### config.mk
export PLATFORM = sky130hd
export DESIGN_NAME = cmpr_rd_top
export DESIGN_NICKNAME = d
export VERILOG_FILES = /design/src/rtl/cmpr_rd_pkg.sv /design/src/rtl/cmpr_rd_seq.sv /design/src/rtl/cmpr_rd_mask.sv /design/src/rtl/cmpr_rd_rebuild.sv /design/src/rtl/cmpr_rd_top.sv
export SDC_FILE = /design/constraint.sdc
export NUM_CORES = 1
export LEC_CHECK = 0
export BUFFER_PORTS_ARGS = -buffer_cell sky130_fd_sc_hd__buf_2
export CORE_MARGIN = 5
export CORE_UTILIZATION = 46
export DETAILED_ROUTE_END_ITERATION = 8
export PLACE_DENSITY = 0.78
export REMOVE_ABC_BUFFERS = 1
export SLEW_MARGIN = 20
export SYNTH_ARGS = -nofsm -noshare
export SYNTH_HDL_FRONTEND = slang
export SYNTH_SLANG_ARGS = --single-unit
export TNS_END_PERCENT = 5
### constraint.sdc
create_clock -name clk -period 2.4 [get_ports clk]
set_input_delay 0.72 -clock clk [delete_from_list [all_inputs] [get_ports clk]]
set_output_delay 0.72 -clock clk [all_outputs]
set_load 0.02 [all_outputs]
### src/rtl/cmpr_rd_pkg.sv
package cmpr_rd_pkg;
  typedef enum logic [1:0] {
    ST_IDLE = 2'd0,
    ST_HDR  = 2'd1,
    ST_DATA = 2'd2
  } rd_state_e;
endpackage

### src/rtl/cmpr_rd_seq.sv
module cmpr_rd_seq
  import cmpr_rd_pkg::*;
(
  input  logic clk,
  input  logic rst_n,
  input  logic rd_valid,
  input  logic hdr_ack,
  input  logic dat_ack,
  output logic rd_ready,
  output logic hdr_req,
  output logic dat_req,
  output logic hdr_take,
  output logic dat_take
);
  rd_state_e state_q, state_d;

  always_comb begin
    state_d = state_q;
    unique case (state_q)
      ST_IDLE: if (rd_valid) state_d = ST_HDR;
      ST_HDR:  if (hdr_ack)  state_d = ST_DATA;
      ST_DATA: if (dat_ack)  state_d = ST_IDLE;
      default: state_d = ST_IDLE;
    endcase
  end

  always_ff @(posedge clk or negedge rst_n) begin
    if (!rst_n) state_q <= ST_IDLE;
    else        state_q <= state_d;
  end

  assign rd_ready = (state_q == ST_IDLE);
  assign hdr_req  = (state_q == ST_HDR);
  assign dat_req  = (state_q == ST_DATA);
  assign hdr_take = hdr_req && hdr_ack;
  assign dat_take = dat_req && dat_ack;


  one_strobe_chk: assert property (@(posedge clk) disable iff (!rst_n)
    !(hdr_req && dat_req));

  hdr_to_dat_chk: assert property (@(posedge clk) disable iff (!rst_n)
    hdr_take |=> dat_req);

  hdr_hold_chk: assert property (@(posedge clk) disable iff (!rst_n)
    (hdr_req && !hdr_ack) |=> (hdr_req && !rd_ready));

  accept_chk: assert property (@(posedge clk) disable iff (!rst_n)
    (rd_valid && rd_ready) |=> (hdr_req && !rd_ready));
endmodule

### src/rtl/cmpr_rd_mask.sv
module cmpr_rd_mask #(
  parameter int WORD_W = 64,
  parameter int CNT_W  = 6,
  parameter int NBYTES = 8
) (
  input  logic              ce,
  input  logic [CNT_W-1:0]  cnt,
  input  logic [NBYTES-1:0] zib,
  output logic [WORD_W-1:0] keep_lo,
  output logic [WORD_W-1:0] en_mask
);
  localparam int HDR_LO = WORD_W - CNT_W;

  for (genvar i = 0; i < WORD_W; i++) begin : g_bit
    assign keep_lo[i] = (int'(cnt) + i) < WORD_W;
    if (i >= HDR_LO) begin : g_hdr
      assign en_mask[i] = 1'b0;
    end else begin : g_dat
      assign en_mask[i] = ce ? keep_lo[i] : ~zib[i/8];
    end
  end
endmodule

### src/rtl/cmpr_rd_rebuild.sv
module cmpr_rd_rebuild #(
  parameter int WORD_W = 64,
  parameter int CNT_W  = 6,
  parameter int NBYTES = 8
) (
  input  logic              ce,
  input  logic [CNT_W-1:0]  cnt,
  input  logic [NBYTES-1:0] zib,
  input  logic [WORD_W-1:0] keep_lo,
  input  logic [WORD_W-1:0] dat_in,
  output logic [WORD_W-1:0] word
);
  localparam int HDR_LO = WORD_W - CNT_W;

  logic [CNT_W-1:0]  sel;
  logic              fill;
  logic [WORD_W-1:0] run_word, byte_word;

  assign sel  = CNT_W'(WORD_W - 1) - cnt;
  assign fill = dat_in[sel];

  for (genvar i = 0; i < WORD_W; i++) begin : g_bit
    assign run_word[i] = keep_lo[i] ? dat_in[i] : fill;
    if (i >= HDR_LO) begin : g_hdr
      assign byte_word[i] = zib[i/8] ? 1'b0 : cnt[i-HDR_LO];
    end else begin : g_dat
      assign byte_word[i] = zib[i/8] ? 1'b0 : dat_in[i];
    end
  end

  assign word = ce ? run_word : byte_word;
endmodule

### src/rtl/cmpr_rd_top.sv
module cmpr_rd_top #(
  parameter int WORD_W = 64,
  parameter int CNT_W  = $clog2(WORD_W),
  parameter int NBYTES = WORD_W / 8
) (
  input  logic              clk,
  input  logic              rst_n,
  input  logic              rd_valid,
  output logic              rd_ready,
  output logic              hdr_req,
  input  logic              hdr_ack,
  input  logic              hdr_ce,
  input  logic [CNT_W-1:0]  hdr_top,
  input  logic [NBYTES-1:0] hdr_zib,
  output logic              dat_req,
  output logic [WORD_W-1:0] bl_en,
  input  logic              dat_ack,
  input  logic [WORD_W-1:0] dat_in,
  output logic              out_valid,
  output logic [WORD_W-1:0] out_word
);
  localparam int HDR_LO = WORD_W - CNT_W;

  logic              hdr_take, dat_take;
  logic              ce_q;
  logic [CNT_W-1:0]  top_q;
  logic [NBYTES-1:0] zib_q;
  logic [WORD_W-1:0] keep_lo, en_mask, word_d;

  cmpr_rd_seq u_seq (
    .clk      (clk),
    .rst_n    (rst_n),
    .rd_valid (rd_valid),
    .hdr_ack  (hdr_ack),
    .dat_ack  (dat_ack),
    .rd_ready (rd_ready),
    .hdr_req  (hdr_req),
    .dat_req  (dat_req),
    .hdr_take (hdr_take),
    .dat_take (dat_take)
  );

  always_ff @(posedge clk or negedge rst_n) begin
    if (!rst_n) begin
      ce_q  <= 1'b0;
      top_q <= '0;
      zib_q <= '0;
    end else if (hdr_take) begin
      ce_q  <= hdr_ce;
      top_q <= hdr_top;
      zib_q <= hdr_zib;
    end
  end

  cmpr_rd_mask #(.WORD_W(WORD_W), .CNT_W(CNT_W), .NBYTES(NBYTES)) u_mask (
    .ce      (ce_q),
    .cnt     (top_q),
    .zib     (zib_q),
    .keep_lo (keep_lo),
    .en_mask (en_mask)
  );

  assign bl_en = dat_req ? en_mask : '0;

  cmpr_rd_rebuild #(.WORD_W(WORD_W), .CNT_W(CNT_W), .NBYTES(NBYTES)) u_rebuild (
    .ce      (ce_q),
    .cnt     (top_q),
    .zib     (zib_q),
    .keep_lo (keep_lo),
    .dat_in  (dat_in & en_mask),
    .word    (word_d)
  );

  always_ff @(posedge clk or negedge rst_n) begin
    if (!rst_n) begin
      out_valid <= 1'b0;
      out_word  <= '0;
    end else begin
      out_valid <= dat_take;
      if (dat_take) out_word <= word_d;
    end
  end


  idle_mask_chk: assert property (@(posedge clk) disable iff (!rst_n)
    !dat_req |-> (bl_en == '0));

  hdr_cols_off_chk: assert property (@(posedge clk) disable iff (!rst_n)
    bl_en[WORD_W-1:HDR_LO] == '0);

  thermo_shape_chk: assert property (@(posedge clk) disable iff (!rst_n)
    (dat_req && ce_q) |-> (((bl_en + 1'b1) & bl_en) == '0));

  out_pulse_chk: assert property (@(posedge clk) disable iff (!rst_n)
    out_valid |=> !out_valid);

  out_hold_chk: assert property (@(posedge clk) disable iff (!rst_n)
    !dat_take |=> $stable(out_word));
  // input range: run-length count never reaches the header columns
  cnt_range_chk: assert property (@(posedge clk) disable iff (!rst_n)
    (dat_req && ce_q) |-> (int'(top_q) >= CNT_W));
endmodule

# ---- Yosys cells after proc, flatten, opt, wreduce, memory -nomap -nowiden
# Index checks and enable logic that the tools add are counted.
dict set report op_classes {
  magnitude_cmp 65
  n_div 0
  mux 194
  shifts 0
  multipliers 0
  n_bitwise 9
  n_addsub 64
  reduce_logical 4
  n_eq_ne 5
}
# operator n
set ops {}
lappend ops {{32-bit by 8-bit less-than comparator with 1-bit output, second input constant} 63}
lappend ops {{6-bit by 6-bit adder with 7-bit output, second input constant} 32}
lappend ops {{1-bit 2-to-1 mux} 187}
lappend ops {{6-bit by 5-bit adder with 7-bit output, second input constant} 16}
lappend ops {{64-bit by 58-bit bitwise AND with 64-bit output} 1}
lappend ops {{64-bit 2-to-1 mux} 1}
lappend ops {{58-bit 2-to-1 mux} 1}
lappend ops {{6-bit by 4-bit adder with 7-bit output, second input constant} 8}
lappend ops {{6-bit by 3-bit adder with 7-bit output, second input constant} 4}
lappend ops {{6-bit by 2-bit adder with 7-bit output, second input constant} 2}
lappend ops {{6-bit by 7-bit less-than comparator with 1-bit output, second input constant} 2}
lappend ops {{1-bit inverter} 8}
lappend ops {{6-bit by 1-bit adder with 7-bit output, second input constant} 1}
lappend ops {{1-bit binary-select mux with 6-bit select} 1}
lappend ops {{2-bit 2-to-1 mux} 3}
lappend ops {{2-bit case mux with 3 select lines} 1}
lappend ops {{6-bit subtractor, first input constant} 1}
lappend ops {{2-bit != test, second input constant} 2}
lappend ops {{3-bit AND reduction} 1}
lappend ops {{2-bit by 1-bit equality test with 1-bit output, second input constant} 1}
lappend ops {{2-bit equality test, second input constant} 1}
lappend ops {{1-bit logical AND} 2}
lappend ops {{2-bit zero test} 1}
lappend ops {{2-bit by 1-bit != test with 1-bit output, second input constant} 1}
dict set report word_totals {
  input_bits 84
  romBits 0
  regBits 82
  wordCells 347
  out_inout_bits 132
  ramBits 0
  memories 0
  latch_bits 0
}

# ---- Depth between registers and ports, before layout
dict set report depth {
  word_depth 8
  ltp_mapped 12
  mapped_depth_nobuf 8
}

# ---- Cells and area by module
# A second synthesis with hierarchy kept.
dict set report unflattened {
  cells_unflattened 841
  hier_area_um2 7517.2
}
# module area_each_um2 instances cells_per_inst seq_area_each_um2
set by_module_without_submodules {}
lappend by_module_without_submodules {cmpr_rd_top 4095.2 1 303 2001.9}
lappend by_module_without_submodules {cmpr_rd_rebuild 2105.8 1 311 0.0}
lappend by_module_without_submodules {cmpr_rd_mask 1201.2 1 215 0.0}
lappend by_module_without_submodules {cmpr_rd_seq 115.1 1 12 50.0}

# ---- Worst setup path before layout
# OpenSTA, ideal clock, no wires.
dict set report synth_timing {
  kind {flip-flop to output port}
  startpoint {register u_seq.state_q[0]}
  endpoint {output port bl_en[53]}
  arrival_ps 2065
  t_required_ps 1680
  n_path_buf 2
  setup_slack_ps -385
  stages_incl_launch_ff 9
  path_cell_list {dfrtp_1 nand2b_1 clkbuf_1 inv_1 clkbuf_1 nand2_1 inv_1 o21ai_0 a21oi_1}
}
dict set report synth_between {
  elab_chain_len 2
}
# element line
set synth_rtl {}
lappend synth_rtl {{from (decl)} cmpr_rd_seq.sv:15} ;# rd_state_e state_q, state_d;
lappend synth_rtl {{from (signal assigned)} cmpr_rd_seq.sv:29} ;# else state_q <= state_d;
lappend synth_rtl {{2-bit equality test} cmpr_rd_seq.sv:34} ;# assign dat_req = (state_q == ST_DATA);
lappend synth_rtl {{net dat_req} cmpr_rd_top.sv:15} ;# output logic dat_req,
lappend synth_rtl {{58-bit 2-to-1 mux} cmpr_rd_top.sv:63} ;# assign bl_en = dat_req ? en_mask : '0;
lappend synth_rtl {{to (decl)} cmpr_rd_top.sv:16} ;# output logic [WORD_W-1:0] bl_en,
# The timed path passes the listed nets, and every way through them passes these cells.

# ---- Worst setup path in the final report
dict set report layout_timing {
  startpoint {register top_q[0]}
  endpoint {register out_word[33]}
}
dict set report layout_between {
  elab_chain_len 8
  word_cells_on_any_way 180
  classes_between {add/sub (58); order compare (58); mux (63); bitwise (1)}
}
# element line
set layout_rtl {}
lappend layout_rtl {{from (decl)} cmpr_rd_top.sv:26} ;# logic [CNT_W-1:0] top_q;
lappend layout_rtl {{from (signal assigned)} cmpr_rd_top.sv:50} ;# top_q <= hdr_top;
lappend layout_rtl {{6-bit by 1-bit adder with 7-bit output (tied with other cells)} cmpr_rd_mask.sv:15} ;# assign keep_lo[i] = (int'(cnt) + i) < WORD_W;
lappend layout_rtl {{32-bit by 8-bit less-than comparator with 1-bit output} cmpr_rd_mask.sv:15}
lappend layout_rtl {{1-bit 2-to-1 mux} cmpr_rd_mask.sv:19} ;# assign en_mask[i] = ce ? keep_lo[i] : ~zib[i/8];
lappend layout_rtl {{64-bit by 58-bit bitwise AND with 64-bit output} cmpr_rd_top.sv:70} ;# .dat_in (dat_in & en_mask),
lappend layout_rtl {{1-bit binary-select mux with 6-bit select} cmpr_rd_rebuild.sv:20} ;# assign fill = dat_in[sel];
lappend layout_rtl {{1-bit 2-to-1 mux (not written as such)} cmpr_rd_rebuild.sv:20}
lappend layout_rtl {{1-bit 2-to-1 mux} cmpr_rd_rebuild.sv:23} ;# assign run_word[i] = keep_lo[i] ? dat_in[i] : fill;
lappend layout_rtl {{64-bit 2-to-1 mux (*)} cmpr_rd_rebuild.sv:31} ;# assign word = ce ? run_word : byte_word;
lappend layout_rtl {{to (signal assigned)} cmpr_rd_top.sv:80} ;# if (dat_take) out_word <= word_d;
lappend layout_rtl {{to (decl)} cmpr_rd_top.sv:20} ;# output logic [WORD_W-1:0] out_word
# Every way passes the cells marked *; elsewhere a longest branch is shown, timed or not. The select of a mux whose other input is x is not followed.
# A chain may end at the register's enable or synchronous reset.

==> results.txt <==
Pin count of the biggest net entering global routing = 46
Crit Path Class = flop to flop
Sw power = 8.00 mW
Ratio of routed vias to standard cells = 6.33
Peak supply drop = 0.958 mV
Static leakage power = 4.69 nW
Switching Share = 49.5%
Dominant synthesized flop cell = sky130_fd_sc_hd__dfrtp_1
Placed cell areas = 8330 µm²
Buffer depth of the longest clock path = 2
Die boundary width = 123 µm
Critical-path cell list = buf_12, buf_16, buf_4, o41ai_2, a21oi_1, nor3_1, o22ai_1, nor2_2, buf_4, buf_4, nor3_1, o31ai_1
Cell count after synthesis = 764
Layout cell share with drive strength beyond 1 = 51.0%
Number of cells traversed by the worst register-to-register path = 12
Run status = finished with violations
Initial antenna violation count = 1
Post-synth top area share = 35.0%
Syn. warnings = 0
Power density over cell area = 1650 nW/µm²
Non-filler cells, final = 1328
Delay of the slowest critical-path stage = 0.46 ns
Timing-limited maximum frequency = 353 MHz
Row count = 41
Cell count along the critical path = 12
Sum of overflow across all layers after global routing = 0
Critical path capture point = out_word[33]$_DFFE_PN0P_
Sequential element share of the synthesized area = 35.0%
Layout Nets = 1235
Most frequent cells after synthesis = sky130_fd_sc_hd__nor2_1, sky130_fd_sc_hd__a21oi_1, sky130_fd_sc_hd__dfrtp_1
Most area-consuming cells after synthesis = sky130_fd_sc_hd__dfrtp_1, sky130_fd_sc_hd__a21oi_1, sky130_fd_sc_hd__nor2_1, sky130_fd_sc_hd__mux2_2, sky130_fd_sc_hd__nand2_1
Count of buffer and inverter cells on the critical path = 5
Starting density of the core = 46.7%
Total wire length = 29.4 mm
Final-report hold violation count = 0
Number of DRC markers after the initial detailed-route iteration = 1179
Design internal power = 8.17 mW
Combinational cell fraction of total power = 75.6%
Yosys reg bits = 82
Die area = 15100 µm²
CP Launch Type = flop
Synth Area per Inst = 7.68 µm²
Core outline area = 12600 µm²
Library cells used by synthesis = 65
Die boundary height = 123 µm
Count of port buffers added during placement = 203
Data required, critical path = 2.65 ns
Slowest stage cell, crit path = sky130_fd_sc_hd__dfrtp_2
Count of filler cells inserted in the layout = 860
Top-count cell post-synth = sky130_fd_sc_hd__nor2_1
Vias in the first global route = 8033
Wire length of the first global-routing pass = 42.4 mm
First element of the critical path = top_q[0]$_DFFE_PN0P_
Fraction of the cycle the final worst path needs = 118%
Via count = 8410
Nature of the critical path endpoint = flop
Detailed placement HPWL = 19.8 mm
Detailed-router iteration count before antenna repair = 6
Clock tree sinks = 82
Startpoint of the lowest-slack register-to-register path = top_q[0]$_DFFE_PN0P_
Area added between synthesis and finish = 67.3%
Inserted Clock Buffers = 9
Share of flip-flops with an asynchronous set or reset after synthesis = 100%
R2R Setup Slk = -0.43 ns
Worst reg2reg path endpoint = out_word[33]$_DFFE_PN0P_
Routability cong. = 0.975
Max-cap violation count = 0
Residual DRC count = 0
Quantity of hold-fixing buffers added after cts = 0
Post-route cell area = 9820 µm²
Clock share of power = 8.4%
Worst EP arrival = 3.08 ns
CTS tree = yes
Largest delay share family, worst path = compound AO/OA/AOI/OAI gates
H-tree depth = 3
Worst skew pair latency = 0.36 ns
Maximum net fanout on the critical path = 8
Unrepaired setup endpoints after global routing = yes
Post-synth EDFFs = 0
Routed length per instance = 22.2 µm
Setup Viol. Count Final = 121
Violated checks = negative setup slack
Ant diodes = 0
Worst clock skew on the final layout = 0.00946 ns
Post-Syn Area = 5870 µm²
Number of max-slew violations in the final report = 0
Minimum setup slack in the final design = -0.429 ns
Post-Place Cells = 1264
Residual antenna-violating net count after detailed routing = 0
Total routing resource utilization after global routing = 36.6%
Number of I/O pins = 216
Buffer type at the clock tree root = sky130_fd_sc_hd__clkbuf_16
Min-Delay Path Class = primary input to asynchronous set/reset pin
Cell repeated most along the worst path = sky130_fd_sc_hd__buf_4
Worst-path clk slew = 0.07 ns
Time the worst path needs with I/O delays and setup = 2.83 ns
Synth area leader = sky130_fd_sc_hd__dfrtp_1
Sequential cell fraction of total power = 16.0%
[cells in the final DEF, fill, tap and decap left out, types with 12 or more instances in the layout]
master / count
sky130_fd_sc_hd__o31ai_1: 12
sky130_fd_sc_hd__buf_2: 169
sky130_fd_sc_hd__o21ai_0: 21
sky130_fd_sc_hd__nand3_1: 15
sky130_fd_sc_hd__nor2_2: 12
sky130_fd_sc_hd__a21oi_1: 97
sky130_fd_sc_hd__o211ai_1: 19
sky130_fd_sc_hd__a31oi_1: 25
sky130_fd_sc_hd__buf_4: 235
sky130_fd_sc_hd__a21oi_2: 13
sky130_fd_sc_hd__buf_12: 14
sky130_fd_sc_hd__nor2_1: 112
sky130_fd_sc_hd__nand2_1: 43
sky130_fd_sc_hd__dfrtp_1: 78
sky130_fd_sc_hd__buf_6: 22
sky130_fd_sc_hd__o21ai_1: 18
sky130_fd_sc_hd__mux2_2: 18
[layer usage]
layer	vias to the layer above	GRT usage, %	wire [µm]
met4	2	21.1	1880
li1	3530	-	-
met1	3958	45.7	10400
met2	704	58.3	13500
met5	-	0	9
met3	216	8.10	3650
[worst min path at each step]
stage | endpoint | cells past startpoint | slack [ns] | from
6_report | out_word[34]$_DFFE_PN0P_ | 1 | 0.20 | rst_n
5_1_grt | out_word[34]$_DFFE_PN0P_ | 1 | 0.21 | rst_n
4_1_cts | out_word[53]$_DFFE_PN0P_ | 1 | 0.20 | rst_n
3_5_place_dp | out_word[0]$_DFFE_PN0P_ | 2 | 0.46 | out_word[0]$_DFFE_PN0P_
3_3_place_gp | out_word[0]$_DFFE_PN0P_ | 2 | 0.45 | out_word[0]$_DFFE_PN0P_
2_1_floorplan | ce_q$_DFFE_PN0P_ | 0 | 0.42 | rst_n
[repair_timing]
action                                  CTS  global route
gates cloned                              1             0
resized for setup                       152            61
setup buffers                            33            14
pin swaps                                19            25
endpoints found under the setup margin  121           121
[kinds of logic after synthesis]
kind of cell / synth area share [%]
flops: 35.0
simple gates: 25.1
compound gates: 26.5
other cells: 0.0639
mux: 6.38
buf+inv: 7.04
[power groups by stage]
stage,registers [mW],clock network [mW],logic (mW)
after floorplan,3.48,0,3.65
after global routing,2.66,1.42,12.7
after detailed placement,2.53,0,9.47
after global placement,2.51,0,9.33
after CTS,2.55,1.35,11.0
final,2.59,1.35,12.2
[metrics by stage]
step | hold slack (ns) | util [%] | setup slack, ns | setup TNS (ns) | power, mW
2_1_floorplan | 0.424 | - | -1.70 | -109.18 | 7.13
3_5_place_dp | 0.460 | 66.3 | -0.553 | -26.10 | 12.0
3_3_place_gp | 0.452 | 66.3 | -0.448 | -23.01 | 11.8
5_1_grt | 0.210 | 78.1 | -0.414 | -35.54 | 16.8
4_1_cts | 0.201 | 75.1 | -0.323 | -25.22 | 14.9
6_report | 0.201 | 78.1 | -0.429 | -31.37 | 16.2
[state kept, by name, summed over array words and instances (netlist names)]
register and flops:
zib_q 8, top_q 6, ce_q 1, out_valid 1, u_seq.state_q 2, out_word 64
[area by class of cell]
class | count | area, µm² | share of cell area, %
Sequential cell | 82 | 2060 | 21.0
Clock inverter | 6 | 42.5 | 0.433
Clock buffer | 10 | 239 | 2.43
Inverter | 14 | 58.8 | 0.599
Timing Repair Buffer | 445 | 3230 | 32.9
Tap cell | 172 | 215 | 2.19
Multi-Input combinational cell | 599 | 3980 | 40.5
No activity file was read; power rests on OpenSTA's default activity.
